===== config.mk =====
export PLATFORM = sky130hd
export DESIGN_NAME = tcam_lookup
export DESIGN_NICKNAME = d
export VERILOG_FILES = /design/src/rtl/tcam_pkg.sv /design/src/rtl/tcam_entry_store.sv /design/src/rtl/tcam_match_array.sv /design/src/rtl/tcam_prio_enc.sv /design/src/rtl/tcam_lookup.sv
export SDC_FILE = /design/constraint.sdc
export NUM_CORES = 1
export LEC_CHECK = 0
export BUFFER_PORTS_ARGS = -buffer_cell sky130_fd_sc_hd__buf_2
export CAP_MARGIN = 20
export CORE_ASPECT_RATIO = 1.25
export CORE_MARGIN = 2
export CORE_UTILIZATION = 35
export CTS_CLUSTER_DIAMETER = 150
export DETAILED_ROUTE_END_ITERATION = 10
export GPL_ROUTABILITY_DRIVEN = 1
export HOLD_SLACK_MARGIN = 0.03
export PLACE_DENSITY_LB_ADDON = 0.08
export SLEW_MARGIN = 5
export SYNTH_ARGS = -nofsm -noshare
export SYNTH_HDL_FRONTEND = slang
export SYNTH_HIERARCHICAL = 1
export SYNTH_SLANG_ARGS = --single-unit

===== constraint.sdc =====
create_clock -name clk -period 2.72 [get_ports clk]
set_input_delay 0.544 -clock clk [delete_from_list [all_inputs] [get_ports clk]]
set_output_delay 0.544 -clock clk [all_outputs]
set_load 0.01 [all_outputs]

===== src/rtl/tcam_pkg.sv =====
package tcam_pkg;

  // Per-bit ternary state code, {hi, lo}
  typedef enum logic [1:0] {
    TB_WILD = 2'b00,
    TB_ZERO = 2'b01,
    TB_ONE  = 2'b10,
    TB_BAD  = 2'b11
  } tbit_e;

  // Does one stored ternary bit accept the key bit?
  function automatic logic tbit_hit(input logic [1:0] code, input logic kbit);
    case (code)
      TB_WILD: tbit_hit = 1'b1;
      TB_ZERO: tbit_hit = ~kbit;
      TB_ONE:  tbit_hit = kbit;
      default: tbit_hit = 1'b0;
    endcase
  endfunction

endpackage


===== src/rtl/tcam_entry_store.sv =====
module tcam_entry_store #(
  parameter int KEY_W = 8,
  parameter int DEPTH = 8,
  parameter int RES_W = 8,
  localparam int IDX_W  = (DEPTH > 1) ? $clog2(DEPTH) : 1,
  localparam int CODE_W = 2 * KEY_W
) (
  input  logic                    clk,
  input  logic                    rst_n,
  input  logic                    wr_en,
  input  logic [IDX_W-1:0]        wr_addr,
  input  logic [CODE_W-1:0]       wr_code,
  input  logic                    wr_valid,
  input  logic [RES_W-1:0]        wr_result,
  output logic                    wr_err,
  input  logic                    rd_en,
  input  logic [IDX_W-1:0]        rd_addr,
  output logic [CODE_W-1:0]       rd_code,
  output logic                    rd_valid,
  output logic [RES_W-1:0]        rd_result,
  input  logic [IDX_W-1:0]        ram_addr,
  output logic [RES_W-1:0]        ram_word,
  output logic [DEPTH-1:0][CODE_W-1:0] tbl_code,
  output logic [DEPTH-1:0]        tbl_valid
);

  logic [DEPTH-1:0][CODE_W-1:0] code_q;
  logic [DEPTH-1:0][RES_W-1:0]  res_q;
  logic [DEPTH-1:0]             valid_q, valid_d;
  logic [KEY_W-1:0]             pair_bad;
  logic                         bad_wr, do_wr;
  logic                         err_d;
  logic [CODE_W-1:0]            rd_code_d;
  logic                         rd_valid_d;
  logic [RES_W-1:0]             rd_result_d;

  // Illegal-code detection on the incoming pattern
  for (genvar b = 0; b < KEY_W; b++) begin : g_pair
    assign pair_bad[b] = (wr_code[2*b +: 2] == tcam_pkg::TB_BAD);
  end

  always_comb begin
    bad_wr  = wr_en && (|pair_bad);
    do_wr   = wr_en && !bad_wr;
    err_d   = bad_wr;
    valid_d = valid_q;
    if (do_wr && (int'(wr_addr) < DEPTH)) valid_d[wr_addr] = wr_valid;
  end

  always_comb begin
    rd_code_d   = '0;
    rd_valid_d  = 1'b0;
    rd_result_d = '0;
    if (int'(rd_addr) < DEPTH) begin
      rd_code_d   = code_q[rd_addr];
      rd_valid_d  = valid_q[rd_addr];
      rd_result_d = res_q[rd_addr];
    end
  end

  always_ff @(posedge clk or negedge rst_n) begin
    if (!rst_n) begin
      valid_q   <= '0;
      wr_err    <= 1'b0;
      rd_code   <= '0;
      rd_valid  <= 1'b0;
      rd_result <= '0;
    end else begin
      valid_q <= valid_d;
      wr_err  <= err_d;
      if (rd_en) begin
        rd_code   <= rd_code_d;
        rd_valid  <= rd_valid_d;
        rd_result <= rd_result_d;
      end
    end
  end

  // Pattern and result storage: no reset, write-enabled per entry
  for (genvar e = 0; e < DEPTH; e++) begin : g_ent
    always_ff @(posedge clk) begin
      if (do_wr && (int'(wr_addr) == e)) begin
        code_q[e] <= wr_code;
        res_q[e]  <= wr_result;
      end
    end


    no_illegal_code_chk: assert property (@(posedge clk) disable iff (!rst_n)
      valid_q[e] |-> !(|(code_q[e] & (code_q[e] >> 1) & {KEY_W{2'b01}})));
  end

  assign ram_word  = (int'(ram_addr) < DEPTH) ? res_q[ram_addr] : '0;
  assign tbl_code  = code_q;
  assign tbl_valid = valid_q;


  bad_write_err_chk: assert property (@(posedge clk) disable iff (!rst_n)
    (wr_en && (|pair_bad)) |=> wr_err);

endmodule


===== src/rtl/tcam_match_array.sv =====
module tcam_match_array #(
  parameter int KEY_W = 8,
  parameter int DEPTH = 8,
  localparam int CODE_W = 2 * KEY_W
) (
  input  logic                         clk,
  input  logic                         rst_n,
  input  logic                         srch_en,
  input  logic [KEY_W-1:0]             srch_key,
  input  logic [DEPTH-1:0][CODE_W-1:0] tbl_code,
  input  logic [DEPTH-1:0]             tbl_valid,
  output logic [DEPTH-1:0]             match_q,
  output logic                         s1_vld
);

  logic [DEPTH-1:0] match_d;

  for (genvar e = 0; e < DEPTH; e++) begin : g_row
    logic [KEY_W-1:0] bit_ok;
    for (genvar b = 0; b < KEY_W; b++) begin : g_col
      assign bit_ok[b] = tcam_pkg::tbit_hit(tbl_code[e][2*b +: 2], srch_key[b]);
    end
    assign match_d[e] = tbl_valid[e] && (&bit_ok);


    invalid_no_match_chk: assert property (@(posedge clk) disable iff (!rst_n)
      (srch_en && !tbl_valid[e]) |=> !match_q[e]);
  end

  always_ff @(posedge clk or negedge rst_n) begin
    if (!rst_n) begin
      match_q <= '0;
      s1_vld  <= 1'b0;
    end else begin
      s1_vld <= srch_en;
      if (srch_en) match_q <= match_d;
    end
  end

endmodule


===== src/rtl/tcam_prio_enc.sv =====
module tcam_prio_enc #(
  parameter int DEPTH = 8,
  localparam int IDX_W = (DEPTH > 1) ? $clog2(DEPTH) : 1
) (
  input  logic [DEPTH-1:0] vec,
  output logic [IDX_W-1:0] idx,
  output logic             any
);

  always_comb begin
    idx = '0;
    for (int i = DEPTH - 1; i >= 0; i--) begin
      if (vec[i]) idx = IDX_W'(i);
    end
    any = |vec;
  end

endmodule


===== src/rtl/tcam_lookup.sv =====
module tcam_lookup #(
  parameter int KEY_W = 8,
  parameter int DEPTH = 8,
  parameter int RES_W = 8,
  localparam int IDX_W  = (DEPTH > 1) ? $clog2(DEPTH) : 1,
  localparam int CODE_W = 2 * KEY_W
) (
  input  logic              clk,
  input  logic              rst_n,
  input  logic              wr_en,
  input  logic [IDX_W-1:0]  wr_addr,
  input  logic [CODE_W-1:0] wr_code,
  input  logic              wr_valid,
  input  logic [RES_W-1:0]  wr_result,
  output logic              wr_err,
  input  logic              rd_en,
  input  logic [IDX_W-1:0]  rd_addr,
  output logic [CODE_W-1:0] rd_code,
  output logic              rd_valid,
  output logic [RES_W-1:0]  rd_result,
  input  logic              srch_en,
  input  logic [KEY_W-1:0]  srch_key,
  output logic              res_vld,
  output logic              res_hit,
  output logic [IDX_W-1:0]  res_idx,
  output logic [RES_W-1:0]  res_data
);

  logic [DEPTH-1:0][CODE_W-1:0] tbl_code;
  logic [DEPTH-1:0]             tbl_valid;
  logic [DEPTH-1:0]             match_vec;
  logic                         s1_vld;
  logic [IDX_W-1:0]             win_idx;
  logic                         win_any;
  logic [RES_W-1:0]             ram_word;
  logic                         hit_d;
  logic [IDX_W-1:0]             idx_d;
  logic [RES_W-1:0]             data_d;

  tcam_entry_store #(.KEY_W(KEY_W), .DEPTH(DEPTH), .RES_W(RES_W)) store_i (
    .clk(clk), .rst_n(rst_n),
    .wr_en(wr_en), .wr_addr(wr_addr), .wr_code(wr_code),
    .wr_valid(wr_valid), .wr_result(wr_result), .wr_err(wr_err),
    .rd_en(rd_en), .rd_addr(rd_addr), .rd_code(rd_code),
    .rd_valid(rd_valid), .rd_result(rd_result),
    .ram_addr(win_idx), .ram_word(ram_word),
    .tbl_code(tbl_code), .tbl_valid(tbl_valid)
  );

  tcam_match_array #(.KEY_W(KEY_W), .DEPTH(DEPTH)) match_i (
    .clk(clk), .rst_n(rst_n),
    .srch_en(srch_en), .srch_key(srch_key),
    .tbl_code(tbl_code), .tbl_valid(tbl_valid),
    .match_q(match_vec), .s1_vld(s1_vld)
  );

  tcam_prio_enc #(.DEPTH(DEPTH)) enc_i (
    .vec(match_vec), .idx(win_idx), .any(win_any)
  );

  // Stage 2 next-state
  always_comb begin
    hit_d  = win_any;
    idx_d  = win_any ? win_idx  : '0;
    data_d = win_any ? ram_word : '0;
  end

  always_ff @(posedge clk or negedge rst_n) begin
    if (!rst_n) begin
      res_vld  <= 1'b0;
      res_hit  <= 1'b0;
      res_idx  <= '0;
      res_data <= '0;
    end else begin
      res_vld <= s1_vld;
      if (s1_vld) begin
        res_hit  <= hit_d;
        res_idx  <= idx_d;
        res_data <= data_d;
      end
    end
  end


  prio_lowest_chk: assert property (@(posedge clk) disable iff (!rst_n)
    (s1_vld && win_any) |->
      (match_vec[win_idx] &&
       ((match_vec & ((DEPTH'(1) << win_idx) - DEPTH'(1))) == '0)));


  miss_zero_chk: assert property (@(posedge clk) disable iff (!rst_n)
    (res_vld && !res_hit) |-> (res_data == '0 && res_idx == '0));


  latency_chk: assert property (@(posedge clk) disable iff (!rst_n)
    srch_en |=> ##1 res_vld);

endmodule


Yosys cells after proc, flatten, opt, wreduce, memory -nomap -nowiden
Cells that the tools add are included.
W data, S select, Z words.

storage, ports and cells
  register bits after elaboration = 248
  word-level logic and storage cells = 362
  bits of input ports = 44
  output and inout port bits = 39

operators by class
  bitwise operators = 8
  muxes and demuxes = 85
  eq/ne operators = 143
  reductions and logical operators = 95
  order comparisons = 4

operators with widths
  kind                  number
  $pmux W1 S3           64
  $eq A2 B2 Y1 const B  72
  $eq A2 B1 Y1 const B  64
  $logic_not A2 Y1      64
  $reduce_and A8 Y1     8
  $bmux W16 S3          1
  $bmux W8 S3           2
  $mux W3               9
  $mux W8               3
  $logic_and A1 B1 Y1   19
  $mux W16              1
  $reduce_or A8 Y1      2
  $eq A3 B3 Y1 const B  4
  $lt A3 B4 Y1 const B  3
  $bwmux W8             1
  $not A1 Y1            8
  $eq A3 B2 Y1 const B  2
  $bmux W1 S3           1
  $demux W1 S3          1
  $eq A3 B1 Y1 const B  1
  $ge A3 B1 Y1 const B  1
  $logic_not A3 Y1      1
  $mux W1               2
  $logic_not A1 Y1      1

Longest topological paths before layout
  depth in word-level cells = 11
  gate-level depth with buffers = 9
  gate-level depth less buffers = 7

Cells and area by module
The synthesis kept the hierarchy.

modules (own cells, without submodules)
  module            area each (µm²)  times used  cells an instance  seq. area each (µm²)
  tcam_entry_store  9195.1           1           430                6616.3
  tcam_match_array  1265.0           1           123                225.2
  tcam_lookup       509.2            1           50                 325.3
  tcam_prio_enc     81.3             1           13                 0.0

Worst setup path after synthesis
No wires, ideal clock.

  path kind = input-to-reg
  start = input port wr_code[2]
  end = register store_i.valid_q[0] (netlist: store_i/tbl_valid[0])
  library setup time = 127 ps
  stages on the path = 4
  data required time = 2593 ps
  slack = -243 ps
  arrival time = 2836 ps
  path buffers = 0
  cell sequence = a22oi_2 -> nand2_2 -> nor4_2 -> mux2_1

on the way
  longest elaborated chain between the ends = 5

ends and longest elaborated chain
  item                  line                    source
  start, declared       tcam_lookup.sv:12       input logic [CODE_W-1:0] wr_code,
  $eq A2 B2 Y1          tcam_entry_store.sv:39  assign pair_bad[b] = (wr_code[2*b +: 2] == tcam_pkg::TB_BAD);
  $reduce_or A8 Y1      tcam_entry_store.sv:43  bad_wr = wr_en && (|pair_bad);
  $logic_and A1 B1 Y1   tcam_entry_store.sv:43
  $logic_not A1 Y1      tcam_entry_store.sv:44  do_wr = wr_en && !bad_wr;
  $logic_and A1 B1 Y1   tcam_entry_store.sv:44
  end signal, assigned  tcam_entry_store.sv:69  valid_q <= valid_d;
  end, declared         tcam_entry_store.sv:29  logic [DEPTH-1:0] valid_q, valid_d;

No other way between the ends.
A chain may end at the register's enable or synchronous reset.

Worst setup path in the final report
  start = register match_i.match_q[4]
  end = register res_data[3]

on the way
  longest elaborated chain between the ends = 8
  elaborated cells on any way between the ends = 9
  classes of those cells = mux: 8; reduce/logical: 1

ends and longest elaborated chain
  item                           line                    source
  start, declared                tcam_match_array.sv:12  output logic [DEPTH-1:0] match_q,
  start signal, assigned         tcam_match_array.sv:36  if (srch_en) match_q <= match_d;
  $mux W3 (5 in series)          tcam_prio_enc.sv:13     if (vec[i]) idx = IDX_W'(i);
  named net win_idx[0]           tcam_lookup.sv:33       logic [IDX_W-1:0] win_idx;
  $bmux W8 S3                    tcam_entry_store.sv:93  assign ram_word = (int'(ram_addr) < DEPTH) ? res_q[ram_addr] : '0;
  $mux W8 (implied by the code)  tcam_entry_store.sv:93
  named net ram_word[3]          tcam_lookup.sv:35       logic [RES_W-1:0] ram_word;
  $mux W8                        tcam_lookup.sv:65       data_d = win_any ? ram_word : '0;
  end signal, assigned           tcam_lookup.sv:79       res_data <= data_d;
  end, declared                  tcam_lookup.sv:26       output logic [RES_W-1:0] res_data

The timed path passes the listed nets, and every way through them passes these cells. The select of a mux whose other input is x is not followed.

==> impl_results.md <==
* Post-cts sizing count at 0
* Vias at 5889
* Placed Cells at 1090
* Max Root-Sink Buffers at 3
* I/O pin count at 83
* Cell Int Power at 6.646 mW
* # rows at 72
* Die area at 33020 sq um
* Wl on met1 at 11.25 mm
* Die Y at 202.7 um
* Fraction of registers with async set/reset at 0.2258
* Setup-failing EPs final at 0
* Root Buffer: clkbuf_16
* Pwr Total at 8.478 mW
* Sw frac at 0.2161
* Clk pwr share at 0.434
* Drt total wl at 28.03 mm
* Leading cell type in the layout, fill and taps excluded: edfxtp_1
* Area after DPL at 12070 sq um
* Global Route Usage Sum at 0.1731
* Share of cells above drive strength 1 at 0.3179
* Post-synth EDFFs at 192
* Met3 wire length at 999 um
* Final nets at 757
* Arrival @ worst endpoint at 2.77 ns
* Largest net degree at the start of global routing at 51
* # diodes at 0
* Metal2 WL at 15.14 mm
* CP endpoint kind: flip-flop
* Syn Nets at 660
* Power density over cell area at 653.4 nW/um^2
* Synth Flop Type: edfxtp_1
* Synth warn at 6
* Syn-to-layout area delta at 17.41%
* Lkg Pwr at 4.673 nW
* Post-place setup slack at 0.2021 ns
* Peak supply drop at 379.6 uV
* Crit path time final at 2.401 ns
* IO Port Bufs at 82
* TNS Setup at 0 ns
* Max Slew Vio Count at 0
* Status: finished, final reports clean
* CTS tree: done
* Synth Instances at 616
* R2R Setup Slk at 0.32 ns
* Top sig layer: met4
* DRC at 0
* Most frequent cells in the layout: edfxtp_1, mux2i_1, buf_2
* Final non-filler cell area at 12970 sq um
* Max-Slew Margin vs Limit at 0.5652
* WP data required at 3.09 ns
* Endpoints failing hold at 0
* GP Congestion at 0.7939
* CTS buffer count at 27
* Detailed placement HPWL at 19.42 mm
* Final period util at 0.8827
* Routed length per instance at 24.59 um
* Clock Latency Late Sink at 0.52 ns
* Finished Layout Cells at 1140
* Synth unique cells at 38
* CTS Sinks at 248
* CP Launch Type: flip-flop
* Antenna violations before repair at 0
* F_max at 0.4165 GHz
* Vias in the first global route at 6573
* Netlist Area Pre-Place at 11050 sq um
* Min-delay worst type: in -> reg
* Max cap viols at 0
* Seq/Total Area, Yosys at 0.6486
* Kind of critical path: reg -> reg
* Die X-Extent at 162.9 um
* Sequential power share at 0.498
* First-pass GRT wire length at 42.01 mm
* Drt pass-1 iters at 4
* Initial DRC count at 362
* Starting density of the core at 0.3566
* Routed Antenna Nets at 0
* Switching power at 1.832 mW
* Post-synthesis register bit count at 248
* Logic gate share of total power at 0.067
* Core box area at 30990 sq um
* H-tree levels at 1
* Reg clk slew, reported paths at 0.07 ns
* Worst-Margin Slew at 0.6522 ns
* Grt total ovfl at 0
* Syn avg cell area at 17.94 sq um
* RSZ-0062 raised after global routing: no
* CP max FO at 17
* DR vias/cell at 5.166
* Clock Skews at 0.008809 ns
* Setup WS post-layout at 0.3189 ns
synth_stat cells (2+ instances only):
cell,n,share of area
buf_2,8,0.0036
mux2i_1,89,0.081
mux2_1,6,0.0061
buf_6,15,0.015
nand4_1,8,0.0045
mux2_2,11,0.011
nor2_1,29,0.0099
inv_1,20,0.0068
buf_4,5,0.0034
mux4_2,52,0.11
a21oi_1,26,0.012
nand3_1,29,0.013
nor4_2,6,0.0068
o21ai_0,12,0.0054
edfxtp_1,192,0.52
a22oi_1,2,0.0014
dfrtp_1,56,0.13
nand2_2,2,0.0011
o32ai_2,8,0.012
clkbuf_1,7,0.0024
mux4_1,14,0.033
a22oi_2,2,0.0023
buf_1,2,0.00068
what timing repair did:
| item | 4_1_cts | 5_1_grt |
|---|---|---|
| hold buffers | 1 | 0 |
| hold endpoints to repair | 15 | 0 |
| setup buffers | 0 | 0 |
final cells by class:
type,count,area (sq um)
Clock buffer,38,767.0
Timing Repair Buffer,107,763.2
Sequential cell,248,7167
Fill cell,2847,18010
Inverter,21,78.83
Clock inverter,11,130.1
Multi-Input combinational cell,308,3560
Tap cell,407,509.2
power groups by stage:
stage / clock (mW) / combinational [mW] / sequential, mW
global placement: 0 / 0.580 / 4.30
CTS: 3.79 / 0.589 / 4.23
finish: 3.68 / 0.571 / 4.22
detailed placement: 0 / 0.586 / 4.30
global route: 3.94 / 0.626 / 4.23
floorplan: 0 / 0.323 / 4.31
final timing paths:
check	startpoint	to	cells after the start
min reg2reg	res_hit	res_hit	1
min in group asynchronous	rst_n	store_i/rd_result[2]	2
max in group asynchronous	rst_n	match_i/match_q[3]	3
max	match_i/match_q[4]	res_data[3]	6
min	wr_en	store_i/wr_err	2
max reg2reg	match_i/match_q[4]	res_data[3]	6
state kept, by name, indices dropped and copies added, names as in the netlist:
register	cells
store_i/res_q	64
store_i/rd_code	16
res_vld	1
store_i/tbl_code	128
match_i/s1_vld	1
store_i/rd_valid	1
match_i/match_q	8
store_i/wr_err	1
res_data	8
res_hit	1
store_i/tbl_valid	8
res_idx	3
store_i/rd_result	8
metrics by stage:
step | hold slack (ns) | util
after floorplan | 0.2484 | -
after global placement | 0.4873 | 0.3894
after detailed placement | 0.5066 | 0.3894
after CTS | 0.2530 | 0.4187
after global routing | 0.2598 | 0.4187
final | 0.2728 | 0.4187
routing by layer:
metal	global-route usage	up-vias
met5	0	-
met3	0.01941	32
met1	0.2110	3050
met4	0.04583	0
met2	0.3228	129
li1	-	2678
cells by family (layout without fill, tap and decap cells):
family                 count (synthesis)  after routing  share of synthesized area
DFF                                  248            248                     0.6486
buffers and inverters                 60            177                    0.03476
and+or+nand+nor                       82             82                    0.04404
AOI/OAI and AO/OA                     54             54                    0.03544
muxes                                172            172                     0.2372
critical path, stage by stage (launching register included):
cell and delay, ns:
dfrtp_1 0.43, o41ai_2 0.52, buf_12 0.24, mux4_1 0.58, mux2_2 0.29, nand3_1 0.08
o21ai_0 0.10
No activity file was read; power rests on OpenSTA's default activity.
